File: config.mk
export PLATFORM = sky130hd
export DESIGN_NAME = priv_trap_ctrl
export DESIGN_NICKNAME = d
export VERILOG_FILES = /design/src/rtl/priv_trap_pkg.sv /design/src/rtl/priv_insn_gate.sv /design/src/rtl/priv_mode_reg.sv /design/src/rtl/priv_flag_reg.sv /design/src/rtl/priv_trap_ctrl.sv
export SDC_FILE = /design/constraint.sdc
export NUM_CORES = 1
export LEC_CHECK = 0
export ABC_AREA = 1
export BUFFER_PORTS_ARGS = -buffer_cell sky130_fd_sc_hd__buf_2
export CORE_AREA = 2 2 39 41
export DETAILED_ROUTE_END_ITERATION = 7
export DIE_AREA = 0 0 41 43
export PLACE_DENSITY_LB_ADDON = 0.25
export REMOVE_ABC_BUFFERS = 1
export SLEW_MARGIN = 20
export SYNTH_ARGS = -nofsm -noshare
export SYNTH_HDL_FRONTEND = slang
export SYNTH_SLANG_ARGS = --single-unit
File: constraint.sdc
create_clock -name clk -period 1.3 [get_ports clk]
set_input_delay 0.325 -clock clk [delete_from_list [all_inputs] [get_ports clk]]
set_output_delay 0.325 -clock clk [all_outputs]
set_load 0.02 [all_outputs]
File: src/rtl/priv_trap_pkg.sv
// Package: shared types for the privilege mode and trap controller.
// Assumes a single-bit mode state and a four-bit instruction class.
package priv_trap_pkg;

    typedef enum logic {
        MODE_MON  = 1'b0,
        MODE_USER = 1'b1
    } pmode_e;

    typedef struct packed {
        logic priv;
        logic undef;
        logic chan;
        logic eflag;
    } insn_cls_t;

    localparam pmode_e RESET_MODE = MODE_MON;

endpackage

File: src/rtl/priv_insn_gate.sv
// Module: priv_insn_gate
// Decides, in the cycle an instruction is presented, whether it traps, is
// inhibited, sets the violation flag, or may write the enable flag.
// Assumes the class bits are only meaningful while valid is high.
module priv_insn_gate
    import priv_trap_pkg::*;
(
    input  pmode_e    mode_i,
    input  logic      valid_i,
    input  insn_cls_t cls_i,
    input  logic      present_i,
    output logic      trap_o,
    output logic      inhibit_o,
    output logic      pv_set_o,
    output logic      eflag_wr_o
);

    logic in_user;
    logic priv_hit;
    logic illegal_hit;

    // classify the presented instruction against the current mode
    always_comb begin
        in_user     = (mode_i == MODE_USER);
        priv_hit    = valid_i && cls_i.priv && in_user;
        illegal_hit = valid_i && (cls_i.undef || (cls_i.chan && !present_i));
        trap_o      = priv_hit || illegal_hit;
        inhibit_o   = trap_o;
        pv_set_o    = priv_hit;
        eflag_wr_o  = valid_i && cls_i.eflag && !trap_o && !in_user;
    end

endmodule

File: src/rtl/priv_mode_reg.sv
// Module: priv_mode_reg
// Holds the monitor/user mode bit. Forced to monitor by any force event;
// enters user mode on request only from monitor with no force pending.
// Assumes force events take priority over the enter request.
module priv_mode_reg
    import priv_trap_pkg::*;
(
    input  logic   clk,
    input  logic   rst_n,
    input  logic   force_mon_i,
    input  logic   enter_user_i,
    output pmode_e mode_o,
    output logic   ie_set_o
);

    pmode_e mode_q;
    logic   accept;

    // accept the enter request only from monitor and with no force event
    always_comb begin
        accept   = enter_user_i && (mode_q == MODE_MON) && !force_mon_i;
        ie_set_o = accept;
    end

    // mode state register
    always_ff @(posedge clk) begin
        if (!rst_n) begin
            mode_q <= RESET_MODE;
        end else if (force_mon_i) begin
            mode_q <= MODE_MON;
        end else if (accept) begin
            mode_q <= MODE_USER;
        end
    end

    assign mode_o = mode_q;

endmodule

File: src/rtl/priv_flag_reg.sv
// Module: priv_flag_reg
// Sticky privileged-violation flag with its test and clear commands,
// and the zero-flag test result multiplexer.
// Assumes commands are honoured only in monitor mode.
module priv_flag_reg
    import priv_trap_pkg::*;
(
    input  logic   clk,
    input  logic   rst_n,
    input  pmode_e mode_i,
    input  logic   set_i,
    input  logic   clr_i,
    input  logic   test_pv_i,
    input  logic   test_mode_i,
    output logic   flag_o,
    output logic   zflag_o
);

    logic flag_q;
    logic in_mon;

    // test result selection, valid only in monitor mode
    always_comb begin
        in_mon  = (mode_i == MODE_MON);
        zflag_o = in_mon && ((test_mode_i) || (test_pv_i && flag_q));
    end

    // sticky flag: set has priority over a monitor-mode clear
    always_ff @(posedge clk) begin
        if (!rst_n) begin
            flag_q <= 1'b0;
        end else if (set_i) begin
            flag_q <= 1'b1;
        end else if (clr_i && in_mon) begin
            flag_q <= 1'b0;
        end
    end

    assign flag_o = flag_q;

endmodule

File: src/rtl/priv_trap_ctrl.sv
// Module: priv_trap_ctrl (top)
// Privilege mode and illegal-instruction trap controller. Combines the
// instruction gate, the mode register and the violation flag register.
// Assumes one instruction per cycle and commands already decoded to strobes.
module priv_trap_ctrl
    import priv_trap_pkg::*;
(
    input  logic clk,
    input  logic rst_n,
    input  logic init_i,
    input  logic irq_taken_i,
    input  logic insn_valid_i,
    input  logic insn_priv_i,
    input  logic insn_undef_i,
    input  logic insn_chan_i,
    input  logic insn_eflag_i,
    input  logic chanproc_present_i,
    input  logic cmd_user_i,
    input  logic cmd_test_mode_i,
    input  logic cmd_test_pv_i,
    input  logic cmd_clr_pv_i,
    output logic user_mode_o,
    output logic exec_inhibit_o,
    output logic trap_req_o,
    output logic pv_flag_o,
    output logic eflag_wr_o,
    output logic ie_set_o,
    output logic zflag_o
);

    insn_cls_t cls;
    pmode_e    mode;
    logic      trap;
    logic      pv_set;
    logic      force_mon;

    // gather class bits and the events that force monitor mode
    always_comb begin
        cls.priv  = insn_priv_i;
        cls.undef = insn_undef_i;
        cls.chan  = insn_chan_i;
        cls.eflag = insn_eflag_i;
        force_mon = init_i || irq_taken_i || trap;
    end

    priv_insn_gate u_gate (
        .mode_i     (mode),
        .valid_i    (insn_valid_i),
        .cls_i      (cls),
        .present_i  (chanproc_present_i),
        .trap_o     (trap),
        .inhibit_o  (exec_inhibit_o),
        .pv_set_o   (pv_set),
        .eflag_wr_o (eflag_wr_o)
    );

    priv_mode_reg u_mode (
        .clk          (clk),
        .rst_n        (rst_n),
        .force_mon_i  (force_mon),
        .enter_user_i (cmd_user_i),
        .mode_o       (mode),
        .ie_set_o     (ie_set_o)
    );

    priv_flag_reg u_flag (
        .clk         (clk),
        .rst_n       (rst_n),
        .mode_i      (mode),
        .set_i       (pv_set),
        .clr_i       (cmd_clr_pv_i),
        .test_pv_i   (cmd_test_pv_i),
        .test_mode_i (cmd_test_mode_i),
        .flag_o      (pv_flag_o),
        .zflag_o     (zflag_o)
    );

    assign trap_req_o  = trap;
    assign user_mode_o = (mode == MODE_USER);

endmodule

Word level (Yosys, flattened, before mapping)
Cells that the tools add are included.
{ "word_totals": {"register_bits": 2, "in_bits": 14, "output_inout_bits": 7, "word_cells": 29} }
{ "classes": {"mux": 2, "bitwise_logic": 2, "n_reduce_logical": 23} }
{ "ops": {"columns": ["cell", "count"], "rows": [
  ["1-bit logical AND", 12],
  ["1-bit logical OR", 5],
  ["1-bit logical NOT", 4],
  ["1-bit two-way mux", 2],
  ["1-bit inverter", 2],
  ["2-bit nonzero test", 1],
  ["2-bit OR reduction", 1]
]} }

Longest topological paths before layout
Gate-level depths: netlist of the first run.
{ "logic_depth": {"depth_word": 8, "mapped_depth": 6, "mapped_depth_nobuf": 6} }

Modules after synthesis
From an unflattened synthesis of the first run, not the netlist that was laid out.
{ "hier_totals": {"cells_unflattened": 30, "hier_area_um2": 160.2} }
{ "modules_own_cells": {"columns": ["module", "instances", "cells_per_inst", "area_each_um2", "seq_area_each_um2"], "rows": [
  ["priv_flag_reg", 1, 9, 56.3, 20.0],
  ["priv_insn_gate", 1, 11, 50.0, 0.0],
  ["priv_mode_reg", 1, 7, 42.5, 20.0],
  ["priv_trap_ctrl", 1, 3, 11.3, 0.0]
]} }

Least setup slack after synthesis of the first run
OpenSTA, ideal clock, no wires.
{ "synth_timing": {"path_type": "flip-flop to output port", "startpoint": "register u_mode.mode_q (netlist: u_mode.mode_o)", "endpoint": "output port trap_req_o", "arrival_time_ns": 1.041, "t_required_ns": 0.975, "setup_slack_ns": -0.066, "stages_incl_launch_ff": 6, "n_path_buf": 1, "cell_sequence": "dfxtp_1 -> nand2_2 -> nand3_2 -> nand2_2 -> inv_1 -> buf_4"} }
{ "synth_via": {"elab_chain_len": 2} }
{ "synth_rtl": {"columns": ["element", "line_no", "rtl"], "rows": [
  ["start: declaration", "priv_mode_reg.sv:16", "pmode_e mode_q;"],
  ["start signal: assignment", "priv_mode_reg.sv:28", "mode_q <= RESET_MODE;"],
  ["start signal: assignment", "priv_mode_reg.sv:30", "mode_q <= MODE_MON;"],
  ["start signal: assignment", "priv_mode_reg.sv:32", "mode_q <= MODE_USER;"],
  ["1-bit logical AND", "priv_insn_gate.sv:25", "priv_hit = valid_i && cls_i.priv && in_user;"],
  ["1-bit logical OR", "priv_insn_gate.sv:27", "trap_o = priv_hit || illegal_hit;"],
  ["end: declaration", "priv_trap_ctrl.sv:24", "output logic trap_req_o,"]
]} }
No other way between the ends.

Worst setup path in the final report of the first run
{ "layout_timing": {"startpoint": "register u_mode.mode_q (netlist: u_mode.mode_o)", "endpoint": "output port ie_set_o"} }
{ "layout_via": {"elab_chain_len": 5, "word_cells_on_any_way": 7, "cone_classes": "bitwise (1); reduce/logical (6)"} }
{ "layout_rtl": {"columns": ["element", "line_no", "rtl"], "rows": [
  ["1-bit logical AND", "priv_insn_gate.sv:25", null],
  ["1-bit logical OR", "priv_insn_gate.sv:27", null],
  ["1-bit logical OR", "priv_trap_ctrl.sv:43", "force_mon = init_i || irq_taken_i || trap;"],
  ["1-bit logical NOT", "priv_mode_reg.sv:21", "accept = enter_user_i && (mode_q == MODE_MON) && !force_mon_i;"],
  ["1-bit logical AND *", "priv_mode_reg.sv:21", null],
  ["end: declaration", "priv_trap_ctrl.sv:27", "output logic ie_set_o,"]
]} }
Mark *: on every way between the ends. The rest lies on a longest branch, timed or not.

==> results of run 1 <==
==> kinds of logic (layout without fill, tap and decap cells) <==
kind of cell / count (synthesis) / count (layout) / share of synthesized area, %
and+or+nand+nor: 15 / 15 / 46.40
buffers and inverters: 5 / 29 / 14.40
DFF: 2 / 2 / 25.60
AOI/OAI and AO/OA: 3 / 3 / 13.59
==> report_power, final <==
part | switching (uW) | total, uW | internal [uW]
Combinational | 35.1 | 71.8 | 36.8
Sequential | 0.974 | 64.0 | 63.0
Clock | 37.9 | 140 | 102
==> worst paths after layout <==
path | startpoint | endpoint | slack (ps) | cells after the start
setup / recovery | u_mode.mode_o | ie_set_o | -70 | 6
setup reg to reg | u_mode.mode_o | u_mode.mode_o | 520 | 3
hold reg to reg | u_flag.flag_o | u_flag.flag_o | 490 | 2
hold / removal | rst_n | u_mode.mode_o | 340 | 3
==> critical path: stages, from the launching register on <==
cell	delay, ps
sky130_fd_sc_hd__dfxtp_2	320
sky130_fd_sc_hd__nand2_2	60
sky130_fd_sc_hd__nand3_2	80
sky130_fd_sc_hd__nand2_2	70
sky130_fd_sc_hd__nand2_2	50
sky130_fd_sc_hd__nor2_1	80
sky130_fd_sc_hd__buf_4	140
==> flip-flops by register name, summed over array words and instances, names as in the netlist <==
register and count:
u_flag.flag_o 1, u_mode.mode_o 1
==> layout by cell type (no fill, tap or decap), types with 2 or more instances in the layout <==
cell type                  Yosys  layout
sky130_fd_sc_hd__nor2_1        5       5
sky130_fd_sc_hd__clkbuf_4      0       3
sky130_fd_sc_hd__buf_6         0       2
sky130_fd_sc_hd__buf_4         1       5
sky130_fd_sc_hd__inv_1         4       4
sky130_fd_sc_hd__nand2_2       3       3
sky130_fd_sc_hd__nand2_1       4       4
sky130_fd_sc_hd__nand3_1       2       2
sky130_fd_sc_hd__buf_2         0      15
==> metrics by stage <==
step                instance area [sq um]  utilization (%)  total power (uW)  worst slack [ps]  instances
floorplan                           148.9                -             94.91             11.76         24
global placement                    276.5            19.98             127.3             19.90         61
detailed placement                  276.5            19.98             127.2             31.17         61
CTS                                 321.6            23.24             285.0            -81.81         65
global route                        327.8            23.69             309.2            -139.5         65
finish                              327.8            23.69             275.8            -65.64         65
==> metal layers <==
metal	part of all wire [%]	vias to the layer above	track usage (%)
met2	44	13	9.063
met4	0	0	6.000
met5	0	-	0
met1	45	98	8.917
li1	-	124	-
met3	11	0	6.283
==> final cells by class <==
cell class                      count  area, sq um
Sequential cell                     2        41.29
Inverter                            4        15.01
Timing Repair Buffer               22        135.1
Clock buffer                        3        22.52
Multi-Input combinational cell     18        93.84
Tap cell                           16        20.02
Fill cell                         169         1056
==> repair_timing <==
action,in CTS,in global routing
hold buffers,0,0
endpoints found under the setup margin,4,5
resized for setup,6,2
setup buffers,1,0
pin swaps,0,0
==> run_results.csv, run 1 <==
group,metric,value,unit
outcome,run_status,"finished with violations",
outcome,violations,"negative setup slack",
critical_path,arrival,1040,ps
global_route,grt_start_max_net_pins,5,
sta,rsz0062_at_grt,"true",
layout,areaGrowthSynthToFinish,109.6,%
power_and_ir_drop,p_leak,0.0001881,uW
layout,nets_final,65,
die,die_height,43,microns
power_and_ir_drop,ir_worst_vdd,0.4220,mV
critical_path,critical_path.startpoint_type,"register",
route,drt_first_pass_iters,2,
job,max_cap_viol_count,0,
logic_synthesis,synth_most_common_cell,"sky130_fd_sc_hd__nor2_1",
route,avgViaCountPerCell,3.615,
sta,finalSetupViolCount,3,
logic_synthesis,synth_enable_flop_cells,0,
global_route,grt_pass1_wl,834,microns
power_and_ir_drop,power_density,841.2,nW/um^2
global_route,number_of_antenna_violations_at_the_first_check_in_global_routing,0,
sta,worst_pin_slew,132.8,ps
clocking,numClockSinks,2,
logic_synthesis,synthDominantCellAreaShare,25.60,%
critical_path,worst-setup-path-type,"reg2out",
placement,hpwl_after_dpl,404.7,microns
min_path,hp-class,"in2reg",
die,design.portCount,21,
clocking,tritoncts,"done",
clocking,clkLatencyLatePin,230,ps
sta,layout_min_cycle_time,1366,ps
sta,achievable_freq,732.3,MHz
critical_path,crit_path_max_fanout,4,
logic_synthesis,post_synth_num_cell_types,11,
sta,slew_headroom,91.05,%
placement,count_of_buffers_from_port_buffering,20,
logic_synthesis,synth_top_cells_by_count,"5 x sky130_fd_sc_hd__nor2_1, 4 x sky130_fd_sc_hd__inv_1, 4 x sky130_fd_sc_hd__nand2_1",
die,rows,14,
sta,maxSlewViolCount,0,
route,drtAntennaViolNets,0,
logic_synthesis,synthFlopType,"sky130_fd_sc_hd__dfxtp_1",
clocking,cts_root_buf,"sky130_fd_sc_hd__clkbuf_4",
layout,insertedDiodeCount,0,
sta,worst_clock_skew,2.084,ps
clocking,cts_made_buffers,3,
logic_synthesis,netlist_area,156.4,sq um
logic_synthesis,synth_sequential_area_ratio,25.60,%
die,floorplan.die.width,41,microns
logic_synthesis,synth_seq_cells,2,
route,dr_total_vias,235,
sta,fin_crit_sh,105.0,%
logic_synthesis,netlist_top_cells_area,"sky130_fd_sc_hd__dfxtp_1 26%, sky130_fd_sc_hd__nand2_2 12%, sky130_fd_sc_hd__nor2_1 12%",
logic_synthesis,synth.yosys.warnings,0,
sta,final-hold-violation-count,0,
logic_synthesis,synth_async_sr_flop_share,0,%
logic_synthesis,syn-instance-count,25,
global_route,grt_pass1_vias,216,
route,detail_route.iter0.violations,4,
critical_path,crit_path_end_kind,"output port",
layout,layout-drive-gt1-share,63.27,%
sta,holdWs,345.0,ps
route,routed_wl,516,microns
die,die-area,1763,sq um
sta,fin_setup_tns,-86.13,ps
global_route,gr-total-overflow,0,
logic_synthesis,netlist.top_cell.by_area,"sky130_fd_sc_hd__dfxtp_1",
placement,gp_congestion,0.6853,
route,drt-wirelength-per-cell,7.938,microns
route,remaining_drc_errors,0,
critical_path,crit_required,980,ps
clocking,cts_max_path_buffers,2,
die,core_region_area,1384,sq um
sta,postLayoutSetupSlackWorst,-65.64,ps
logic_synthesis,synth_area_per_cell,6.256,sq um
die,initial_utilization,11.30,%
clocking,path_clk_slew,30,ps
global_route,grt_use_total,7.808,%
clocking,cts_max_level,1,
(Power assumes the default switching activity.)
==> run 2: changes to the inputs <==
--- a/config.mk
+++ b/config.mk
@@ -10,7 +10,7 @@
 export CORE_AREA = 2 2 39 41
 export DETAILED_ROUTE_END_ITERATION = 7
 export DIE_AREA = 0 0 41 43
-export PLACE_DENSITY_LB_ADDON = 0.25
+export PLACE_DENSITY = 0.43
 export REMOVE_ABC_BUFFERS = 1
 export SLEW_MARGIN = 20
 export SYNTH_ARGS = -nofsm -noshare
==> run 2 against run 1 <==
  * The flow still finishes with violations (negative setup slack)
  * Sequential cell count unchanged
  * Sequential share of layout area about the same
  * Clock-buffer cell count unchanged
  * Global-route usage down 0.90 points
  * Highest routed layer unchanged
==> run_results.csv, run 2 (synthesis results as in run 1) <==
group,metric,value,unit
outcome,violations,"negative setup slack",
layout,mostFrequentLayoutCell,"sky130_fd_sc_hd__buf_2",
route,wl_met1,176,microns
layout,areaGrowthSynthToFinish,110.4,%
sta,achievable_freq,736.4,MHz
power_and_ir_drop,p_leak,0.0001835,uW
route,drt-wirelength-per-cell,7.906,microns
layout,insertedDiodeCount,0,
route,avgViaCountPerCell,3.625,
power_and_ir_drop,power_density,828.2,nW/um^2
route,dr_total_vias,232,
die,die-area,1763,sq um
global_route,grt_pass1_wl,772,microns
sta,holdWs,347.2,ps
clocking,cts-hold-fix-buffers,0,
critical_path,worst-r2r-setup-slack,490,ps
global_route,grt_start_max_net_pins,5,
outcome,run_status,"finished with violations",
sta,fin_crit_sh,104.5,%
clocking,cts_max_path_buffers,2,
route,drtAntennaViolNets,0,
placement,count_of_buffers_from_port_buffering,20,
clocking,cts_max_level,1,
clocking,numClockSinks,2,
sta,worst_clock_skew,1.898,ps
sta,maxSlewViolCount,0,
layout,post-route-cell-area,329.1,sq um
die,rows,14,
global_route,number_of_antenna_violations_at_the_first_check_in_global_routing,0,
critical_path,crit_required,980,ps
layout,finish.utilization,23.78,%
critical_path,arrival,1030,ps
route,drt_first_pass_iters,2,
sta,final-hold-violation-count,0,
job,max_cap_viol_count,0,
route,detail_route.iter0.violations,2,
critical_path,startpoint,"u_mode.mode_o",
clocking,cts_root_buf,"sky130_fd_sc_hd__clkbuf_4",
route,remaining_drc_errors,0,
sta,postLayoutSetupSlackWorst,-58.03,ps
sta,rsz0062_at_grt,"true",
global_route,grt_pass1_vias,231,
placement,place_area,276.5,sq um
die,design.portCount,21,
die,initial_utilization,11.30,%
die,core_region_area,1384,sq um
route,routed_wl,506,microns
critical_path,critical_path.startpoint_type,"register",
layout,layout-drive-gt1-share,66.67,%
sta,worst_pin_slew,147.5,ps
layout,mostFrequentLayoutCells,"15 x sky130_fd_sc_hd__buf_2, 4 x sky130_fd_sc_hd__inv_1, 4 x sky130_fd_sc_hd__nand2_1",
critical_path,crit_path_end_kind,"output port",
critical_path,worst-setup-path-type,"reg2out",
placement,dp_slack,14.92,ps
sta,layout_min_cycle_time,1358,ps
sta,finalSetupViolCount,3,
critical_path,crit_path_max_fanout,4,
route,highest_layer,"met3",
die,die_height,43,microns
placement,hpwl_after_dpl,420.4,microns
placement,gp_congestion,0.5589,
clocking,cts_made_buffers,3,
global_route,grt_use_total,6.907,%
clocking,tritoncts,"done",
clocking,path_clk_slew,30,ps
sta,fin_setup_tns,-62.53,ps
min_path,holdCritStartpoint,"rst_n",
route,dr_wl_met2,292,microns
clocking,clkLatencyLatePin,220,ps
critical_path,worst_r2r_startpoint,"u_mode.mode_o",
min_path,hp-class,"in2reg",
sta,slew_headroom,90.07,%
die,floorplan.die.width,41,microns
power_and_ir_drop,ir_worst_vdd,0.1803,mV
layout,nets_final,64,
global_route,gr-total-overflow,0,
route,met3_length,37,microns
## run 2: area by class of cell
cell class / instances / area [sq um]
Sequential cell: 2 / 41.29
Tap cell: 16 / 20.02
Multi-Input combinational cell: 18 / 98.84
Inverter: 4 / 15.01
Clock buffer: 3 / 22.52
Timing Repair Buffer: 21 / 131.4
Fill cell: 170 / 1055
## run 2: metrics by stage
stage / power, uW / cells
2_1_floorplan: 94.91 / 24
3_3_place_gp: 127.5 / 61
3_5_place_dp: 127.6 / 61
4_1_cts: 269.9 / 64
5_1_grt: 291.1 / 64
6_report: 272.5 / 64
## run 2: power by group
group	total (uW)	internal, uW	switching [uW]
Clock	136	102	33.8
Sequential	63.9	63.0	0.937
Combinational	73.1	37.1	36.0
Total	273	202	70.6
## run 2: final timing paths
| kind | depth (start not counted) | end |
|---|---|---|
| max | 6 | ie_set_o |
| max reg2reg | 3 | u_mode.mode_o |
| min | 2 | u_flag.flag_o |
| min reg2reg | 2 | u_flag.flag_o |
## run 2: routing by layer
metal | global-route usage (%) | vias up
met3 | 1.571 | 0
met2 | 10.94 | 8
li1 | - | 124
met4 | 8.000 | 0
met1 | 6.051 | 100
met5 | 0 | -
## run 2: worst max-delay path: stages, from the launching register on
cell and delay, ps:
sky130_fd_sc_hd__dfxtp_2 320, sky130_fd_sc_hd__nand2_2 60, sky130_fd_sc_hd__nand3_2 80, sky130_fd_sc_hd__nand2_2 80
sky130_fd_sc_hd__nand2_2 60, sky130_fd_sc_hd__nor2_2 90, sky130_fd_sc_hd__buf_6 120
## run 2: timing repair
action                                  CTS  global route
endpoints found under the setup margin    4             5
gates resized for setup                   3             8
buffers inserted                          0             0
